### config.mk
export PLATFORM = sky130hd
export DESIGN_NAME = bypass_stall_unit
export DESIGN_NICKNAME = d
export VERILOG_FILES = /design/src/rtl/hazard_pkg.sv /design/src/rtl/hazard_ctrl.sv /design/src/rtl/fwd_path.sv /design/src/rtl/bypass_stall_unit.sv
export SDC_FILE = /design/constraint.sdc
export NUM_CORES = 1
export LEC_CHECK = 0
export ABC_CLOCK_PERIOD_IN_PS = 4100
export BUFFER_PORTS_ARGS = -buffer_cell sky130_fd_sc_hd__buf_2
export CELL_PAD_IN_SITES_DETAIL_PLACEMENT = 0
export CELL_PAD_IN_SITES_GLOBAL_PLACEMENT = 1
export CORE_MARGIN = 10
export CORE_UTILIZATION = 25
export DETAILED_ROUTE_END_ITERATION = 16
export PLACE_DENSITY_LB_ADDON = 0.1
export SYNTH_ARGS = -nofsm -noshare
export SYNTH_HDL_FRONTEND = slang
export SYNTH_HIERARCHICAL = 1
export SYNTH_SLANG_ARGS = --single-unit
### constraint.sdc
create_clock -name vclk -period 4.1
set_clock_uncertainty 0.1 [all_clocks]
set_input_delay 0.82 -clock vclk [all_inputs]
set_output_delay 0.82 -clock vclk [all_outputs]
set_load 0.01 [all_outputs]
### src/rtl/hazard_pkg.sv
package hazard_pkg;
  typedef enum logic [1:0] {
    OPND_REGFILE = 2'b00,
    OPND_WB      = 2'b01,
    OPND_MEM     = 2'b10
  } opndSelT;

  typedef struct packed {
    logic holdFetch;
    logic holdDecode;
    logic squashExec;
  } stallStrobesT;
endpackage

### src/rtl/hazard_ctrl.sv
module hazard_ctrl
  import hazard_pkg::*;
#(
  parameter int REG_W = 5
) (
  input  logic             exIsLoad,
  input  logic [REG_W-1:0] exDst,
  input  logic [REG_W-1:0] idSrc1,
  input  logic [REG_W-1:0] idSrc2,
  output stallStrobesT     strobes
);
  logic loadUse;

  assign loadUse = exIsLoad && (exDst != '0) &&
                   ((exDst == idSrc1) || (exDst == idSrc2));

  always_comb begin
    strobes.holdFetch  = loadUse;
    strobes.holdDecode = loadUse;
    strobes.squashExec = loadUse;
  end

  always_comb begin

    zeroLoadNoStall_chk: assert (exDst != '0 || !strobes.holdFetch);

    nonLoadNoStall_chk: assert (exIsLoad || !strobes.squashExec);
  end
endmodule

### src/rtl/fwd_path.sv
module fwd_path
  import hazard_pkg::*;
#(
  parameter int REG_W  = 5,
  parameter int N_OPND = 2,
  localparam int SEL_W = 2
) (
  input  logic [N_OPND*REG_W-1:0] exSrc,
  input  logic [REG_W-1:0]        memDst,
  input  logic                    memWrEn,
  input  logic [REG_W-1:0]        wbDst,
  input  logic                    wbWrEn,
  input  stallStrobesT            strobes,
  output logic [N_OPND*SEL_W-1:0] sel,
  output logic                    holdFetch,
  output logic                    holdDecode,
  output logic                    squashExec
);
  for (genvar g = 0; g < N_OPND; g++) begin : gOpnd
    logic [REG_W-1:0] src;
    logic             hitMem;
    logic             hitWb;
    opndSelT          pick;

    assign src    = exSrc[g*REG_W +: REG_W];
    assign hitMem = memWrEn && (memDst != '0) && (memDst == src);
    assign hitWb  = wbWrEn && (wbDst != '0) && (wbDst == src);

    always_comb begin
      if (hitMem)      pick = OPND_MEM;
      else if (hitWb)  pick = OPND_WB;
      else             pick = OPND_REGFILE;
    end

    assign sel[g*SEL_W +: SEL_W] = pick;

    always_comb begin

      zeroSrc_chk: assert (src != '0 || pick == OPND_REGFILE);

      memPrio_chk: assert (!(hitMem && hitWb) || pick == OPND_MEM);

      noWriter_chk: assert (memWrEn || wbWrEn || pick == OPND_REGFILE);
    end
  end

  assign holdFetch  = strobes.holdFetch;
  assign holdDecode = strobes.holdDecode;
  assign squashExec = strobes.squashExec;
endmodule

### src/rtl/bypass_stall_unit.sv
module bypass_stall_unit
  import hazard_pkg::*;
#(
  parameter int REG_W = 5
) (
  input  logic [REG_W-1:0] exSrc1,
  input  logic [REG_W-1:0] exSrc2,
  input  logic             exIsLoad,
  input  logic [REG_W-1:0] exDst,
  input  logic [REG_W-1:0] idSrc1,
  input  logic [REG_W-1:0] idSrc2,
  input  logic [REG_W-1:0] memDst,
  input  logic             memWrEn,
  input  logic [REG_W-1:0] wbDst,
  input  logic             wbWrEn,
  output logic [1:0]       selA,
  output logic [1:0]       selB,
  output logic             holdFetch,
  output logic             holdDecode,
  output logic             squashExec
);
  localparam int N_OPND = 2;

  stallStrobesT strobes;
  logic [N_OPND*2-1:0] selBus;

  hazard_ctrl #(.REG_W(REG_W)) uCtrl (
    .exIsLoad (exIsLoad),
    .exDst    (exDst),
    .idSrc1   (idSrc1),
    .idSrc2   (idSrc2),
    .strobes  (strobes)
  );

  fwd_path #(.REG_W(REG_W), .N_OPND(N_OPND)) uPath (
    .exSrc      ({exSrc2, exSrc1}),
    .memDst     (memDst),
    .memWrEn    (memWrEn),
    .wbDst      (wbDst),
    .wbWrEn     (wbWrEn),
    .strobes    (strobes),
    .sel        (selBus),
    .holdFetch  (holdFetch),
    .holdDecode (holdDecode),
    .squashExec (squashExec)
  );

  assign selA = selBus[1:0];
  assign selB = selBus[3:2];

  always_comb begin

    stallAgree_chk: assert (holdFetch == squashExec && holdDecode == squashExec);
  end
endmodule

; Word-level counts from Yosys, hierarchy flattened
; Cells that the tools add are included.
[word_totals]
n_memories = 0
reg_bits = 0
rom_bits = 0
word_cells = 22
ram_bits = 0
input_bits = 38
latchBits = 0
[op_classes]
div_mod_pow = 0
n_mul = 0
shifts = 0
n_mux = 4
n_bitwise = 0
order_cmp = 0
add_sub_neg = 0
reduce_logical = 12
n_eq_ne = 6
[op_table]
columns = op, n
row1 = equality test 5 bit, 6
row2 = nonzero test 5 bit, 3
row3 = logical AND 1 bit, 8
row4 = 2-to-1 mux 2 bit, 2
row5 = 2-to-1 mux 1 bit, 2
row6 = logical OR 1 bit, 1

; Longest topological paths before layout
; Gate-level depths: netlist of run 1.
[logic_depth]
ltp_word = 5
mapped_depth = 6
depth_no_buf = 4

; Cells and area by module
; Netlist of run 1, hierarchy kept.
[modules_own_cells]
columns = mod, area_each_um2, seq_area_each_um2, instances, cells_each
row1 = fwd_path, 295.3, 0.0, 1, 39
row2 = hazard_ctrl, 147.6, 0.0, 1, 20

; Worst setup path before layout of run 1
; No wires, ideal clock.
[synth_timing]
path_type = input to output
start = input memDst[1]
end = output selA[0]
required_time_ns = 3.180
stages = 4
path_slack_ns = 1.169
t_arrival_ns = 2.011
path_cell_list = or4_1 o21ai_2 nor4_1 nor4_1
[synth_between]
elab_chain_cells = 4
elab_cells_between_ends = 5
cone_classes = eq/ne: 1 / mux: 1 / reduce/logical: 3
[synth_lines]
columns = item, line
row1 = "start, declared", bypass_stall_unit.sv:12  ; input logic [REG_W-1:0] memDst,
row2 = nonzero test 5 bit, fwd_path.sv:26  ; assign hitMem = memWrEn && (memDst != '0) && (memDst == src);
row3 = logical AND 1 bit, fwd_path.sv:26
row4 = logical AND 1 bit *, fwd_path.sv:26
row5 = net uPath.gOpnd[0].hitMem, fwd_path.sv:21  ; logic hitMem;
row6 = 2-to-1 mux 2 bit *, fwd_path.sv:30  ; if (hitMem) pick = OPND_MEM;
row7 = "end, declared", bypass_stall_unit.sv:16  ; output logic [1:0] selA,
; The timed path passes the listed nets; every way through them passes the cells marked *.

; Worst setup path in the final report of run 1
[layout_timing]
start = input memDst[1]
end = output selB[0]
[layout_between]
elab_chain_cells = 4
elab_cells_between_ends = 5
cone_classes = eq/ne: 1 / mux: 1 / reduce/logical: 3
[layout_lines]
columns = item, line
row1 = nonzero test 5 bit, fwd_path.sv:26
row2 = logical AND 1 bit, fwd_path.sv:26
row3 = logical AND 1 bit *, fwd_path.sv:26
row4 = 2-to-1 mux 2 bit *, fwd_path.sv:30
row5 = "end, declared", bypass_stall_unit.sv:17  ; output logic [1:0] selB,
; Mark *: on every way between the ends. The rest lies on a longest branch, timed or not.

==> results.tsv, run 1 <==
metric	value	unit
number of standard-cell rows in the floorplan	15	
P&R area growth vs syn	44.4	%
library cells used by synthesis	13	
remaining design rule violation count	0	
post-synthesis mux area share	0	%
Tmin final	3080	ps
P per Cell Area	97.2	nW/µm²
global-route wire length before repair	2.26	mm
most numerous cell in the Yosys netlist	sky130_fd_sc_hd__xnor2_1	
Fmax	0.325	GHz
post-synthesis xor/xnor area fraction	59.3	%
data required time at the worst endpoint	3180	ps
endpoints failing setup	0	
compound-gate portion of the synthesized area	4.24	%
Die Area	3860	µm²
portion of synthesized cell area occupied by the leading cell type	39.5	%
number of sequential cells	0	
Port Buffer Count	45	
leakage power	0.294	nW
main combinational cell family by area after synthesis	XOR/XNOR gates	
mean post-synth cell area	7.51	µm²
Vias per Instance	4.21	
number of hold-repair buffers added at the cts stage	0	
die outline width	62.1	µm
Floorplan Core Area	1710	µm²
WP depth	6	
fin worst setup slack	1020	ps
Top Family by Delay on Critical Path	simple AND/OR/NAND/NOR gates	
Clock Buffer Count	0	
pre-CTS WS	1010	ps
All-Layer GR Usage	7.33	%
worst slack on hold paths	1890	ps
peak per-stage delay on the critical path	530	ps
buffer count from post-CTS setup fixing	0	
cell area after technology mapping	443	µm²
largest cells by area after synthesis	sky130_fd_sc_hd__xnor2_1 40%, sky130_fd_sc_hd__xor2_1 20%, sky130_fd_sc_hd__buf_4 14%	
Post-Synthesis Net Count	97	
CP Data Arrival Time	2160	ps
final hold viol count	0	
maximum number of pins on one net before global-route repair	4	
half-perimeter wire length after placement	1.52	mm
Relative slew margins	76.2	%
1st-pass router iterations	3	
setup repair after global routing missed its margin	no	
start point of the worst min-delay path	memWrEn	
residual overflow from global routing	0	
via count of the first global-routing pass	510	
share of the yosys chip area belonging to registers	0	%
Synth Area in Simple Gates	22.9	%
buffer and inverter count on the worst path	2	
storage element area	0	µm²
non-filler cells in the finished layout	121	
leading area contributor after synthesis	sky130_fd_sc_hd__xnor2_1	
critical path startpoint	memDst[1]	
slowest stage cell, crit path	sky130_fd_sc_hd__or4_1	
die extent in y	62.1	µm
Post-Syn Instances	59	
final count of pins violating max slew	0	
startpoint type of the worst setup path	input port	
number of vias in the routed layout	509	
Cells on Worst Hold Path	4	
arithmetic-cell share of the synthesized area counting full adders, half adders and majority gates	0	%
min-delay worst type	in -> out	
post-layout net count	136	
transition time of the tightest slew-check pin	353	ps
warning count from the yosys run	6	
total routed wirelength	1.57	mm
routed length per placed instance	13.0	µm
Tot Pwr	0.0000622	W
layout cells sized above 1	47.9	%
placed insts	121	
post-route ant nets	0	
global placement routability congestion	0.710	
leading post-synthesis cells by instance count	20 x sky130_fd_sc_hd__xnor2_1, 10 x sky130_fd_sc_hd__xor2_1, 8 x sky130_fd_sc_hd__buf_4	
starting density of the core	25.9	%
Max-Cap Viols	0	
CP Cell Sequence	buf_2 -> or4_1 -> o21ai_2 -> nor4_1 -> nor4_1 -> buf_2	
final period utilization	75.1	%
initial antenna violation count	0	
n_diodes	0	
DRC marker count from the first detailed-route iteration	12	
category of the worst setup path capture point	primary output	
setup TNS	0	ps
IO Pins	45	
worst ir drop on vdd	0.0000363	V
result of the run	completed	
Post-CTS Resized	0	
crit path max fanout	3	
kind of critical path	in -> out	
## routing by layer
metal  track usage, %  part of all wire [%]
met1             9.13                    42
met2             12.3                    46
met3             2.85                    12
met4                0                     0
met5                0                     0
## final timing paths
kind	end	slack [ps]
max	selB[0]	1020
min	selB[1]	1890
## tightest hold or removal path, delay by kind of cell
family                 cells  cell delay (ps)
buffers and inverters      2              240
AOI/OAI and AO/OA          1               50
and+or+nand+nor            1               60
## layout make-up
type	count	area (µm²)
multi-input cells	51	383
well taps	25	31.3
fillers	201	1070
repair buffers	45	225
## metrics by stage
step | utilization [%] | instance area (µm²)
finish | 37.4 | 639
global route | 37.4 | 639
CTS | 37.4 | 639
detailed placement | 37.4 | 639
global placement | 37.4 | 639
floorplan | - | 443
## where the power goes
group           total, W  leakage, nW  switching, W  internal (W)
Sequential             0            0             0             0
Combinational  0.0000622        0.294     0.0000284     0.0000338
Clock                  0            0             0             0
## cells by family (layout without fill, tap and decap cells)
logic type / after synthesis / count (layout)
buffers and inverters: 8 / 45
AOI/OAI and AO/OA: 3 / 3
xor gates and xnor gates: 30 / 30
and+or+nand+nor: 18 / 18
## placed cells by master, fill, tap and decap left out, drive strengths merged
master  netlist  final
nand4         2      2
nor3          2      2
xnor2        20     20
a21oi         1      1
nand2         2      2
nand3         4      4
xor2         10     10
nor2          1      1
buf           8     45
nor4          4      4
o21ai         2      2
or4           3      3
(Power assumes the default switching activity.)
==> inputs of run 2 (changes only) <==
- ABC_CLOCK_PERIOD_IN_PS: 4100 -> 2700
- CORE_UTILIZATION: 25 -> 21
- clock period: 4.1 -> 2.7 ns (I/O delays scaled with it)
==> run 2 against run 1 <==
Total power increased by 51%; sequential share of layout area did not move; wire length up 0.38%; first-iteration DRC count is 50% lower; non-clock buffer count stayed put; clock-buffer cell count unchanged; utilization down 5.0 points; via count fell by 2.6%; die area is 13% higher; global-route usage shrank 0.58 points; flip-flop and latch count stayed put; critical path depth did not move.
==> results.tsv, run 2 (synthesized netlist as in run 1, its figures left out) <==
metric	value	unit	change
result of the run	completed		unchanged
most common library cell in the layout ignoring fill and taps	sky130_fd_sc_hd__buf_2		unchanged
Tot Pwr	0.0000939	W	was 0.0000622 W
peak per-stage delay on the critical path	540	ps	was 530 ps
Floorplan Core Area	1980	µm²	was 1710 µm²
Vias per Instance	4.03		was 4.21
number of standard-cell rows in the floorplan	16		was 15
number of sequential cells	0		unchanged
cell area after layout	642	µm²	was 639 µm²
half-perimeter wire length after placement	1.53	mm	was 1.52 mm
P per Cell Area	146	nW/µm²	was 97.2 nW/µm²
Die Area	4350	µm²	was 3860 µm²
storage element area	0	µm²	unchanged
category of the worst setup path capture point	primary output		unchanged
transition time of the tightest slew-check pin	363	ps	was 353 ps
endpoint of the most critical setup path	selB[0]		unchanged
die outline width	65.9	µm	was 62.1 µm
n_diodes	0		unchanged
Clock Buffer Count	0		unchanged
via count of the first global-routing pass	569		was 510
routed length per placed instance	12.8	µm	was 13.0 µm
kind of critical path	in -> out		unchanged
WP depth	6		unchanged
data required time at the worst endpoint	2060	ps	was 3180 ps
remaining design rule violation count	0		unchanged
crit path max fanout	3		unchanged
All-Layer GR Usage	6.75	%	was 7.33%
highest-count cells in the layout ignoring fill and taps	45 x sky130_fd_sc_hd__buf_2, 20 x sky130_fd_sc_hd__xnor2_1, 10 x sky130_fd_sc_hd__xor2_1		unchanged
IO Pins	45		unchanged
number of hold-repair buffers added at the cts stage	0		unchanged
Post-CTS Resized	0		unchanged
DRC marker count from the first detailed-route iteration	6		was 12
starting density of the core	22.3	%	was 25.9%
initial antenna violation count	0		unchanged
endpoints failing setup	0		unchanged
critical path startpoint	memDst[1]		unchanged
die extent in y	65.9	µm	was 62.1 µm
global-route wire length before repair	2.50	mm	was 2.26 mm
Fmax	0.393	GHz	
setup TNS	0	ps	unchanged
Tmin final	2550	ps	
CP Cell Sequence	buf_2 -> or4_1 -> o21ai_2 -> nor4_1 -> nor4_1 -> buf_2		unchanged
slowest stage cell, crit path	sky130_fd_sc_hd__or4_1		unchanged
final count of pins violating max slew	0		unchanged
number of vias in the routed layout	496		was 509
Max-Cap Viols	0		unchanged
number of fillers in the final layout	232		was 201
residual overflow from global routing	0		unchanged
post-layout net count	136		unchanged
buffer and inverter count on the worst path	2		unchanged
startpoint type of the worst setup path	input port		unchanged
worst ir drop on vdd	0.0000503	V	was 0.0000363 V
global placement routability congestion	0.769		was 0.710
leakage power	0.294	nW	unchanged
buffer count from post-CTS setup fixing	0		unchanged
setup repair after global routing missed its margin	no		unchanged
layout cells sized above 1	47.9	%	unchanged
final period utilization	94.3	%	
Top Family by Delay on Critical Path	simple AND/OR/NAND/NOR gates		unchanged
final hold viol count	0		unchanged
final design utilization	32.4	%	was 37.4%
total routed wirelength	1.58	mm	was 1.57 mm
placed standard-cell area	642	µm²	was 639 µm²
min-delay worst type	in -> out		unchanged
maximum number of pins on one net before global-route repair	4		unchanged
1st-pass router iterations	2		was 3
P&R area growth vs syn	44.9	%	was 44.4%
CP Data Arrival Time	1910	ps	was 2160 ps
Relative slew margins	75.6	%	was 76.2%
Port Buffer Count	45		unchanged
post-route ant nets	0		unchanged
[run 2: power breakdown]
part / switching (W) / leakage [nW] / internal (W)
sequential: 0 / 0 / 0
clock: 0 / 0 / 0
combinational: 0.0000425 / 0.294 / 0.0000513
total: 0.0000425 / 0.294 / 0.0000513
[run 2: cell type report]
| class | count | area, µm² | share of cell area (%) |
|---|---|---|---|
| Tap cell | 27 | 33.8 | 5.26 |
| Timing Repair Buffer | 45 | 225 | 35.1 |
| Multi-Input combinational cell | 51 | 383 | 59.6 |
[run 2: layer usage]
layer,vias up,wire length [µm],track usage (%)
met2,24,660,10.6
met3,0,213,3.39
met5,-,0,0
met4,0,0,0
li1,272,-,-
met1,200,702,8.47
[run 2: how the worst min path moves through the flow]
stage	startpoint	end	slack (ps)	cells past startpoint
after global placement	wbWrEn	selA[0]	1320	4
after global routing	wbWrEn	selA[0]	1350	4
final	wbWrEn	selA[0]	1320	4
after detailed placement	wbWrEn	selA[0]	1330	4
after CTS	wbWrEn	selA[0]	1330	4
after floorplan	wbWrEn	selA[0]	1090	2
[run 2: stage by stage]
stage               hold slack, ps  std cells  setup slack, ps
CTS                           1330        123              136
detailed placement            1330        123              135
global route                  1350        123             17.4
finish                        1320        123              155
floorplan                     1090         59              329
global placement              1320        123              179
==> inputs of run 3 (changes only) <==
- SETUP_SLACK_MARGIN: not set -> 0.4
==> run 3 against run 2 <==
Maximum frequency rose by 7.0%; sequential share of layout area unchanged; critical endpoint is now selA[0]; total power rose by 18%; via count grew 9.1%; utilization is 5.2 points higher; critical path type unchanged; global-route usage rose by 0.37 points; flip-flop and latch count unchanged; die area is the same; setup slack better by 170 ps; first-iteration DRC count shrank 17%; highest routed layer unchanged; wire length increased by 6.0%.
==> results.tsv, run 3 (synthesized netlist as in run 1, its figures left out) <==
metric	value	unit	change
Die Area	4350	µm²	unchanged
switching power share of the total	47.1	%	was 45.3%
result of the run	completed		unchanged
P&R area growth vs syn	68.1	%	was 44.9%
Cells on Worst Hold Path	4		unchanged
die outline width	65.9	µm	unchanged
Clock Buffer Count	0		unchanged
initial antenna violation count	0		unchanged
data required time at the worst endpoint	2060	ps	about the same
final design utilization	37.6	%	was 32.4%
number of standard-cell rows in the floorplan	16		unchanged
remaining design rule violation count	0		unchanged
most common library cell in the layout ignoring fill and taps	sky130_fd_sc_hd__buf_2		unchanged
kind of critical path	in -> out		unchanged
global-route wire length before repair	2.65	mm	was 2.50 mm
final hold viol count	0		unchanged
total routed wirelength	1.67	mm	was 1.58 mm
setup repair after global routing missed its margin	yes		was no
Relative slew margins	82.7	%	was 75.6%
min-delay worst type	in -> out		unchanged
half-perimeter wire length after placement	1.57	mm	was 1.53 mm
total internal power	0.0000587	W	was 0.0000513 W
combinational power share	100.0	%	about the same
1st-pass router iterations	3		was 2
n_diodes	0		unchanged
global placement routability congestion	0.648		was 0.769
P per Cell Area	149	nW/µm²	was 146 nW/µm²
peak per-stage delay on the critical path	540	ps	about the same
placed insts	123		unchanged
Top Family by Delay on Critical Path	simple AND/OR/NAND/NOR gates		unchanged
sequential cell fraction of total power	0	%	about the same
highest-count cells in the layout ignoring fill and taps	42 x sky130_fd_sc_hd__buf_2, 19 x sky130_fd_sc_hd__xnor2_1, 10 x sky130_fd_sc_hd__xor2_1		was 45 x sky130_fd_sc_hd__buf_2, 20 x sky130_fd_sc_hd__xnor2_1, 10 x sky130_fd_sc_hd__xor2_1
final period utilization	88.1	%	was 94.3%
DRC marker count from the first detailed-route iteration	5		was 6
non-filler cells in the finished layout	125		was 123
buffer and inverter count on the worst path	2		unchanged
transition time of the tightest slew-check pin	258	ps	was 363 ps
endpoints failing setup	0		unchanged
crit path max fanout	2		was 3
start point of the worst min-delay path	wbWrEn		unchanged
residual overflow from global routing	0		unchanged
fin worst setup slack	320	ps	was 155 ps
Floorplan Core Area	1980	µm²	unchanged
post-layout net count	138		was 136
number of vias in the routed layout	541		was 496
IO Pins	45		unchanged
routed length per placed instance	13.4	µm	was 12.8 µm
Vias per Instance	4.33		was 4.03
starting density of the core	22.3	%	unchanged
All-Layer GR Usage	7.12	%	was 6.75%
Max-Cap Viols	0		unchanged
pre-CTS WS	174	ps	was 135 ps
worst slack on hold paths	1360	ps	was 1320 ps
startpoint type of the worst setup path	input port		unchanged
Port Buffer Count	45		unchanged
slowest stage cell, crit path	sky130_fd_sc_hd__or4_4		was sky130_fd_sc_hd__or4_1
final count of pins violating max slew	0		unchanged
net switching power of the design	0.0000523	W	was 0.0000425 W
Tmin final	2380	ps	was 2550 ps
storage element area	0	µm²	unchanged
leakage power	0.323	nW	was 0.294 nW
maximum number of pins on one net before global-route repair	4		unchanged
CP Cell Sequence	buf_8 -> or4_4 -> o21ai_4 -> nor4_4 -> nor4_2 -> buf_2		was buf_2 -> or4_1 -> o21ai_2 -> nor4_1 -> nor4_1 -> buf_2
via count of the first global-routing pass	643		was 569
endpoint of the worst hold-timing path	selB[0]		was selA[0]
die extent in y	65.9	µm	unchanged
clock network fraction of design power	0	%	about the same
CP Data Arrival Time	1740	ps	was 1910 ps
post-route ant nets	0		unchanged
category of the worst setup path capture point	primary output		unchanged
worst ir drop on vdd	0.0000567	V	was 0.0000503 V
Fmax	0.420	GHz	was 0.393 GHz
setup TNS	0	ps	unchanged
number of sequential cells	0		unchanged
layout cells sized above 1	56.1	%	was 47.9%
-- run 3: through the flow --
step / power, W / cell area, µm²
finish: 0.000111 / 744
global route: 0.000123 / 744
CTS: 0.000110 / 727
detailed placement: 0.0000975 / 654
global placement: 0.0000979 / 654
floorplan: 0.0000512 / 455
-- run 3: worst max-delay path by stage --
stage                         start       to  slack (ps)  depth (start not counted)
after floorplan           memDst[1]  selA[0]         410                          4
after global placement    memDst[1]  selA[0]         200                          6
after detailed placement  memDst[1]  selA[0]         170                          6
after CTS                 memDst[3]  selA[0]         220                          6
after global routing      memDst[3]  selB[0]         270                          6
final                     memDst[3]  selA[0]         320                          6
-- run 3: final cells by class --
type	count	area (µm²)
Timing Repair Buffer	47	263
Tap cell	27	33.8
Fill cell	226	1240
Multi-Input combinational cell	51	448
-- run 3: power groups by stage --
stage | Sequential [W] | Combinational [W] | Clock (W)
2_1_floorplan | 0 | 0.0000512 | 0
3_3_place_gp | 0 | 0.0000979 | 0
3_5_place_dp | 0 | 0.0000975 | 0
4_1_cts | 0 | 0.000110 | 0
5_1_grt | 0 | 0.000123 | 0
6_report | 0 | 0.000111 | 0
-- run 3: timing repair --
item                       in CTS  in global routing
resized for setup              11                  3
hold buffers                    0                  0
setup endpoints to repair       2                  6
pin swaps                       6                  3
setup buffers                   2                  0
-- run 3: routing by layer --
layer	wire length [µm]	global-route usage (%)	share of wire [%]
met5	0	0	0
met1	616	6.87	37
met4	0	0	0
met3	197	3.22	12
met2	856	14.1	51
-- run 3: tightest hold or removal path, stage by stage --
cell	delay (ps)
sky130_fd_sc_hd__buf_2	100
sky130_fd_sc_hd__nand4_1	90
sky130_fd_sc_hd__nor4_2	50
sky130_fd_sc_hd__buf_2	140
